==> src/rtl/skew_cfg_pkg.sv <==
package skew_cfg_pkg;
  localparam int unsigned SEL_IDX = 0;
  localparam int unsigned CLK_IDX = 1;
  localparam int unsigned DAT_IDX = 2;
  localparam int unsigned LINES   = 3;

  localparam int unsigned REG_TEST = 0;
  localparam int unsigned REG_RED  = 1;
  localparam int unsigned REG_GRN  = 2;
  localparam int unsigned REG_BLU  = 3;
endpackage

==> src/rtl/skew_sync.sv <==
module skew_sync #(
  parameter int unsigned W      = 3,
  parameter int unsigned STAGES = 2,
  parameter logic [W-1:0] RST_VAL = '0
) (
  input  logic         clk,
  input  logic         rst,
  input  logic [W-1:0] async_i,
  output logic [W-1:0] sync_o
);
  logic [STAGES-1:0][W-1:0] chain_q;

  genvar s;
  generate
    for (s = 0; s < STAGES; s++) begin : g_stage
      always_ff @(posedge clk) begin
        if (rst) chain_q[s] <= RST_VAL;
        else if (s == 0) chain_q[s] <= async_i;
        else chain_q[s] <= chain_q[(s == 0) ? 0 : s-1];
      end
    end
  endgenerate

  assign sync_o = chain_q[STAGES-1];
endmodule

==> src/rtl/skew_word_fsm.sv <==
module skew_word_fsm #(
  parameter int unsigned WORD_BITS = 8,
  parameter int unsigned ADDR_W    = 2
) (
  input  logic              clk,
  input  logic              rst,
  input  logic              sel_act,
  input  logic              sclk_s,
  input  logic              dat_s,
  output logic              sh_vld,
  output logic [ADDR_W-1:0] sh_addr,
  output logic              sh_bit
);
  localparam int unsigned CNT_W = $clog2(WORD_BITS);
  localparam logic [CNT_W-1:0] LAST_POS = CNT_W'(WORD_BITS - 1);
  localparam logic [CNT_W-1:0] ADDR_END = CNT_W'(ADDR_W);

  logic              sclk_prev_q;
  logic              fall;
  logic              take;
  logic [CNT_W-1:0]  pos_q;
  logic              rd_q;
  logic [ADDR_W-1:0] addr_q;

  assign fall = sclk_prev_q & ~sclk_s;
  assign take = fall & sel_act;

  always_ff @(posedge clk) begin
    if (rst) sclk_prev_q <= 1'b1;
    else     sclk_prev_q <= sclk_s;
  end

  always_ff @(posedge clk) begin
    if (rst) begin
      pos_q  <= '0;
      rd_q   <= 1'b0;
      addr_q <= '0;
    end else if (!sel_act) begin
      pos_q <= '0;
    end else if (take) begin
      if (pos_q == '0) rd_q <= dat_s;
      else if (pos_q <= ADDR_END) addr_q <= {addr_q[ADDR_W-2:0], dat_s};
      pos_q <= (pos_q == LAST_POS) ? '0 : pos_q + 1'b1;
    end
  end

  always_ff @(posedge clk) begin
    if (rst) begin
      sh_vld  <= 1'b0;
      sh_addr <= '0;
      sh_bit  <= 1'b0;
    end else begin
      sh_vld  <= take && (pos_q > ADDR_END) && !rd_q;
      sh_addr <= addr_q;
      sh_bit  <= dat_s;
    end
  end

  // payload bits of a read word never produce a shift strobe
  p_read_noshift_r4: assert property (@(posedge clk) disable iff (rst)
    (take && rd_q && pos_q > ADDR_END) |=> !sh_vld);

  // an inactive select returns the word position to the command bit
  p_idle_restart_r7: assert property (@(posedge clk) disable iff (rst)
    !sel_act |=> (pos_q == '0));
endmodule

==> src/rtl/skew_reg_bank.sv <==
module skew_reg_bank #(
  parameter int unsigned NUM_REGS = 4,
  parameter int unsigned DATA_W   = 5,
  parameter int unsigned ADDR_W   = 2
) (
  input  logic                             clk,
  input  logic                             rst,
  input  logic                             wr_vld,
  input  logic [ADDR_W-1:0]                wr_addr,
  input  logic                             wr_bit,
  output logic [NUM_REGS-1:0][DATA_W-1:0]  regs_q
);
  logic [NUM_REGS-1:0] hit;

  genvar g;
  generate
    for (g = 0; g < NUM_REGS; g++) begin : g_reg
      assign hit[g] = wr_vld && (wr_addr == ADDR_W'(g));

      always_ff @(posedge clk) begin
        if (rst)         regs_q[g] <= '0;
        else if (hit[g]) regs_q[g] <= {regs_q[g][DATA_W-2:0], wr_bit};
      end

      // a strobe shifts exactly one bit into the addressed register's LSB
      p_shift_in_r6: assert property (@(posedge clk) disable iff (rst)
        hit[g] |=> regs_q[g] == {$past(regs_q[g][DATA_W-2:0]), $past(wr_bit)});
    end
  endgenerate

  // without a strobe, every register holds
  p_hold_idle_r9: assert property (@(posedge clk) disable iff (rst)
    !wr_vld |=> $stable(regs_q));
endmodule

==> src/rtl/skew_cfg_port.sv <==
module skew_cfg_port #(
  parameter int unsigned WORD_BITS   = 8,
  parameter int unsigned ADDR_W      = 2,
  parameter int unsigned DLY_W       = 5,
  parameter int unsigned LVL_W       = 4,
  parameter int unsigned SYNC_STAGES = 2
) (
  input  logic             clk,
  input  logic             rst,
  input  logic             ser_sel_n,
  input  logic             ser_clk,
  input  logic             ser_dat,
  output logic [DLY_W-1:0] red_dly,
  output logic [DLY_W-1:0] grn_dly,
  output logic [DLY_W-1:0] blu_dly,
  output logic [LVL_W-1:0] tst_level,
  output logic             tst_mode
);
  import skew_cfg_pkg::*;

  localparam int unsigned NUM_REGS = 1 << ADDR_W;
  localparam logic [LINES-1:0] IDLE_LINES = LINES'((1 << SEL_IDX) | (1 << CLK_IDX));

  logic [LINES-1:0]               raw;
  logic [LINES-1:0]               syn;
  logic                           sh_vld;
  logic [ADDR_W-1:0]              sh_addr;
  logic                           sh_bit;
  logic [NUM_REGS-1:0][DLY_W-1:0] regs;

  always_comb begin
    raw          = '0;
    raw[SEL_IDX] = ser_sel_n;
    raw[CLK_IDX] = ser_clk;
    raw[DAT_IDX] = ser_dat;
  end

  skew_sync #(.W(LINES), .STAGES(SYNC_STAGES), .RST_VAL(IDLE_LINES)) u_sync (
    .clk     (clk),
    .rst     (rst),
    .async_i (raw),
    .sync_o  (syn)
  );

  skew_word_fsm #(.WORD_BITS(WORD_BITS), .ADDR_W(ADDR_W)) u_fsm (
    .clk     (clk),
    .rst     (rst),
    .sel_act (~syn[SEL_IDX]),
    .sclk_s  (syn[CLK_IDX]),
    .dat_s   (syn[DAT_IDX]),
    .sh_vld  (sh_vld),
    .sh_addr (sh_addr),
    .sh_bit  (sh_bit)
  );

  skew_reg_bank #(.NUM_REGS(NUM_REGS), .DATA_W(DLY_W), .ADDR_W(ADDR_W)) u_bank (
    .clk     (clk),
    .rst     (rst),
    .wr_vld  (sh_vld),
    .wr_addr (sh_addr),
    .wr_bit  (sh_bit),
    .regs_q  (regs)
  );

  assign red_dly   = regs[REG_RED];
  assign grn_dly   = regs[REG_GRN];
  assign blu_dly   = regs[REG_BLU];
  assign tst_level = regs[REG_TEST][DLY_W-1 -: LVL_W];
  assign tst_mode  = regs[REG_TEST][0];
endmodule

==> config.mk <==
export PLATFORM = sky130hd
export DESIGN_NAME = skew_cfg_port
export DESIGN_NICKNAME = d
export VERILOG_FILES = /design/src/rtl/skew_cfg_pkg.sv /design/src/rtl/skew_sync.sv /design/src/rtl/skew_word_fsm.sv /design/src/rtl/skew_reg_bank.sv /design/src/rtl/skew_cfg_port.sv
export SDC_FILE = /design/constraint.sdc
export NUM_CORES = 1
export LEC_CHECK = 0
export BUFFER_PORTS_ARGS = -buffer_cell sky130_fd_sc_hd__buf_2
export CELL_PAD_IN_SITES_DETAIL_PLACEMENT = 0
export CELL_PAD_IN_SITES_GLOBAL_PLACEMENT = 1
export CORE_ASPECT_RATIO = 0.8
export CORE_MARGIN = 2
export CORE_UTILIZATION = 30
export DETAILED_ROUTE_END_ITERATION = 7
export PLACE_DENSITY_LB_ADDON = 0.1
export RECOVER_POWER = 25
export SETUP_SLACK_MARGIN = 0.02
export SLEW_MARGIN = 20
export SYNTH_ARGS = -nofsm -noshare
export SYNTH_HDL_FRONTEND = slang
export SYNTH_SLANG_ARGS = --single-unit
export TNS_END_PERCENT = 20
==> constraint.sdc <==
create_clock -name clk -period 5.07 [get_ports clk]
set_input_delay 0.7605 -clock clk [delete_from_list [all_inputs] [get_ports clk]]
set_output_delay 0.7605 -clock clk [all_outputs]
set_load 0.01 [all_outputs]
### After elaboration in Yosys (flattened, before gate mapping)

Index checks and enable logic that the tools add are counted.

* register bits: 37
* input bits: 5
* output and inout bits: 20
* logic and storage cells: 38

* add/sub/neg operators: 1
* magnitude comparators: 2
* equality and inequality tests: 4
* muxes and demuxes: 1
* bitwise gates (word level): 5
* reduce and logical (&&, ||, !) cells: 12

Operators by type and width (count)
* logical AND 1 bit: 6
* equality test 2 bit (second input constant): 2
* AND reduction 4 bit: 1
* adder 3 x 1 -> 3 bit (second input constant): 1
* equality test 3 bit (second input constant): 1
* > comparator 3 x 2 -> 1 bit (second input constant): 1
* less-or-equal comparator 3 x 2 -> 1 bit (second input constant): 1
* logical NOT 3 bit: 1
* two-way mux 3 bit: 1
* NOT 1 bit: 3
* AND reduction 3 bit: 1
* AND 1 bit: 2
* equality test 2 x 1 -> 1 bit (second input constant): 1
* logical NOT 2 bit: 1
* OR reduction 2 bit: 1
* logical NOT 1 bit: 1

### Depth between registers and ports, before layout

* depth in word-level cells: 5
* mapped depth: 5

### Hierarchy

From an unflattened synthesis, not the netlist that was laid out.

* cells, all modules: 129
* area, all modules: 1465.2 µm²

By module, submodules not included
* skew_reg_bank: times used 1, cells an instance 72, area each 817.0 µm²
* skew_word_fsm: times used 1, cells an instance 41, area each 464.2 µm²
* skew_sync: times used 1, cells an instance 15, area each 180.2 µm²
* skew_cfg_port: times used 1, cells an instance 1, area each 3.8 µm²

### Least setup slack after synthesis

OpenSTA, ideal clock, no wires.

* kind: flip-flop to flip-flop
* start: reg u_fsm.pos_q[1]
* end: reg u_fsm.addr_q[0]
* data arrival time: 1532 ps
* path slack: 3417 ps
* cell stages (with the launch flop): 6
* path buffers: 0
* clock period less this slack: 1653 ps
* cells stage by stage: dfxtp_1 -> inv_1 -> ha_1 -> or2_4 -> a2111oi_4 -> mux2_2

* cells in the longest elaborated chain, start to end: 3
* elaborated cells between the ends (all ways): 4

RTL lines
* from (decl): RTL line skew_word_fsm.sv:21 `logic [CNT_W-1:0] pos_q;`
* from (signal assigned): RTL line skew_word_fsm.sv:43 `pos_q <= (pos_q == LAST_POS) ? '0 : pos_q + 1'b1;`
* parallel branches: the longest is 2 deep, another holds less-or-equal comparator 3 x 2 -> 1 bit
* AND reduction 4 bit (no line) *
* to (signal assigned): RTL line skew_word_fsm.sv:42 `else if (pos_q <= ADDR_END) addr_q <= {addr_q[ADDR_W-2:0], dat_s};`
* to (decl): RTL line skew_word_fsm.sv:23 `logic [ADDR_W-1:0] addr_q;`

Every way passes the cells marked *.
A chain may end at the register's enable or synchronous reset.

==> impl_metrics.csv <==
group,metric,value,unit
status,outcome,"completed",
floorplanning,die_y,64.4,µm
detailed_routing,dr.pass1.iters,4,
place,dpl.hpwl,1.54,mm
synth,synth_area,1370,µm²
global_route,grt_max_degree,36,
cells_and_area,synthToLayoutAreaGrowth,20.1,%
synth,ys.flop_type,"dfxtp_1",
synth,async_flop_share,0,%
timing,fin_setup_tns,0,ns
timing,fin_crit_sh,41.9,%
cells_and_area,antenna_cells,0,
critical_path,path_class,"primary input to flop",
synth,postSynthCellCount,120,
synth,ys_types,21,
synth,yosysTopAreaCellShare,54.2,%
synth,synth_edf_count,0,
global_route,antenna_found_initial,0,
detailed_routing,drtIter0Drc,49,
detailed_routing,drt-wirelength-per-cell,11.0,µm
global_route,grt-ovfl-total,0,
timing,setup_viol,0,
timing,hold_viol,0,
clock_tree,clock_latency,0.29,ns
worst_hold_path,hold_path_depth,1,
pwr,leakagePower,0.800,nW
floorplanning,fp.dieW,79.5,µm
place,gp_congestion,0.680,
timing,drv_slew,0,
worst_hold_path,hp-class,"flop to flop",
pwr,power,0.565,mW
place,place_area,1530,µm²
synth,ys_seq_elements,37,
clock_tree,cts.sinks,37,
timing,max_freq,0.470,GHz
clock_tree,cts_tree,"done",
detailed_routing,drc_errors,0,
global_route,grtUsageTotal,10.1,%
critical_path,worst_setup_path_end_kind,"flop",
global_route,first_global_vias,859,
clock_tree,cts_resized,0,
cells_and_area,fin_area,1640,µm²
floorplanning,dieArea,5120,µm²
clock_tree,cts_buffers,5,
timing,layout_min_cycle_time,2.13,ns
detailed_routing,finalWirelength,2.26,mm
detailed_routing,vias,891,
critical_path,start_kind,"primary input",
timing,worst_pin_slew,1.42,ns
clock_tree,htree_levels,2,
synth,yosysTopAreaCell,"dfxtp_1",
cells_and_area,drive_gt1_share,28.4,%
pwr,peakVddDrop,126,µV
cells_and_area,fin_nets,156,
detailed_routing,vias_per_cell,4.35,
timing,clock_skew,0.00340,ns
synth,syn_nets,129,
cells_and_area,fillers,438,
global_route,grt_pass1_wl,3.84,mm
synth,synth_area_leaders,"dfxtp_1 54%, mux2i_1 17%, nor2_1 6.0%",
detailed_routing,antenna_left,0,
floorplanning,initial_utilization,31.9,%
critical_path,arrival,2.30,ns
clock_tree,clkTransAtPathRegs,0.07,ns
synth,ys_seq_area_share,54.2,%
critical_path,cp.required,5.25,ns
synth,synth_warnings,0,
clock_tree,cts-hold-fix-buffers,0,
floorplanning,coreArea,4280,µm²
synth,synth_most_common_cell,"dfxtp_1",
timing,rsz0062_at_grt,"no",
clock_tree,cts_root_buf,"clkbuf_8",
synth,synth_common_cells,"37 x dfxtp_1, 23 x mux2i_1, 22 x nor2_1, 6 x nor2b_1, 5 x or2_2",
place,port_buffers,24,
job,drv_cap,0,
timing,relSlewSlack,5.37,%
critical_path,crit_fanout,35,
floorplanning,num_io_pins,25,
synth,avgSynthCellArea,11.4,µm²
pwr,power.density,344,nW/µm²
critical_path,r2r_cells,5,
floorplanning,std_cell_rows,21,
clock_tree,clock_path_buffers,2,
clock_tree,post-cts-setup-buffer-count,0,
==> flip-flops by register name, indices dropped and copies added, names as in the netlist <==
name               cells
u_bank.regs_q         20
u_fsm.pos_q            3
u_sync.chain_q         3
u_sync.sync_o          3
u_fsm.addr_q           2
u_fsm.sh_addr          2
u_fsm.rd_q             1
u_fsm.sclk_prev_q      1
u_fsm.sh_bit           1
u_fsm.sh_vld           1
==> worst max-delay path, stage by stage <==
cell and delay (ns):
clkbuf_1 1.01, nor2b_1 0.20, mux2_2 0.33
==> final timing paths <==
kind / startpoint / to / slack (ns)
worst max-delay path: rst / u_fsm.addr_q[0]$_SDFFE_PP0P_ / 2.94
worst min-delay path: u_sync.chain_q[1]$_SDFF_PP1_ / u_sync.sync_o[1]$_SDFF_PP1_ / 0.41
worst max register to register: u_fsm.pos_q[1]$_SDFFE_PP0N_ / u_fsm.addr_q[0]$_SDFFE_PP0P_ / 3.30
worst min register to register: u_sync.chain_q[1]$_SDFF_PP1_ / u_sync.sync_o[1]$_SDFF_PP1_ / 0.41
==> cell usage in the layout, fill, tap and decap left out <==
cell	synthesis	final
a2111oi_4	1	1
a21oi_1	1	1
buf_2	0	23
bufinv_16	0	1
clkbuf_1	2	2
clkbuf_8	0	6
dfxtp_1	37	37
ha_1	4	4
inv_1	3	3
mux2_2	3	3
mux2i_1	23	23
nand2b_4	1	1
nand3_1	1	1
nand3b_1	2	2
nor2_1	22	22
nor2b_1	6	6
nor3_1	3	3
nor3b_2	1	1
nor4b_1	1	1
or2_2	5	5
or2_4	1	1
or4_1	1	1
==> cell families after synthesis <==
kind of cell	after synthesis	synth area share (%)
AO/OA/AOI/OAI	2	2.38
adder cells (fa/ha/maj)	4	3.66
buffers and inverters	7	3.11
flip-flops	37	54.2
multiplexers	26	19.3
AND/OR/NAND/NOR	44	17.4
==> routing by layer <==
layer  track usage (%)  wire length, µm
met1              12.1             1150
met2              15.2              930
met3              3.81              119
met4              6.47               59
met5                 0                0
==> power by group <==
group          internal, mW  switching, mW  leakage, nW
sequential            0.293        0.00147        0.300
combinational       0.00373        0.00581        0.442
clock                 0.160          0.101       0.0585
total                 0.457          0.108        0.800
==> final cells by class <==
type | count | area [µm²] | share of cell area [%]
flip-flops and latches | 37 | 741 | 45.1
multi-input cells | 76 | 584 | 35.6
well taps | 57 | 71.3 | 4.34
repair buffers | 24 | 119 | 7.24
clock inverters | 1 | 30.0 | 1.83
clock buffers | 7 | 86.3 | 5.26
inverters | 3 | 11.3 | 0.685
==> through the flow <==
step	utilization, %	cells	worst slack [ns]	hold WS, ns
final	38.4	205	2.94	0.412
after floorplan	-	120	3.42	0.389
after global placement	35.7	197	3.29	0.392
after CTS	38.4	205	3.28	0.416
after global routing	38.4	205	2.72	0.427
after detailed placement	35.7	197	3.23	0.399
No activity file was read; power rests on OpenSTA's default activity.
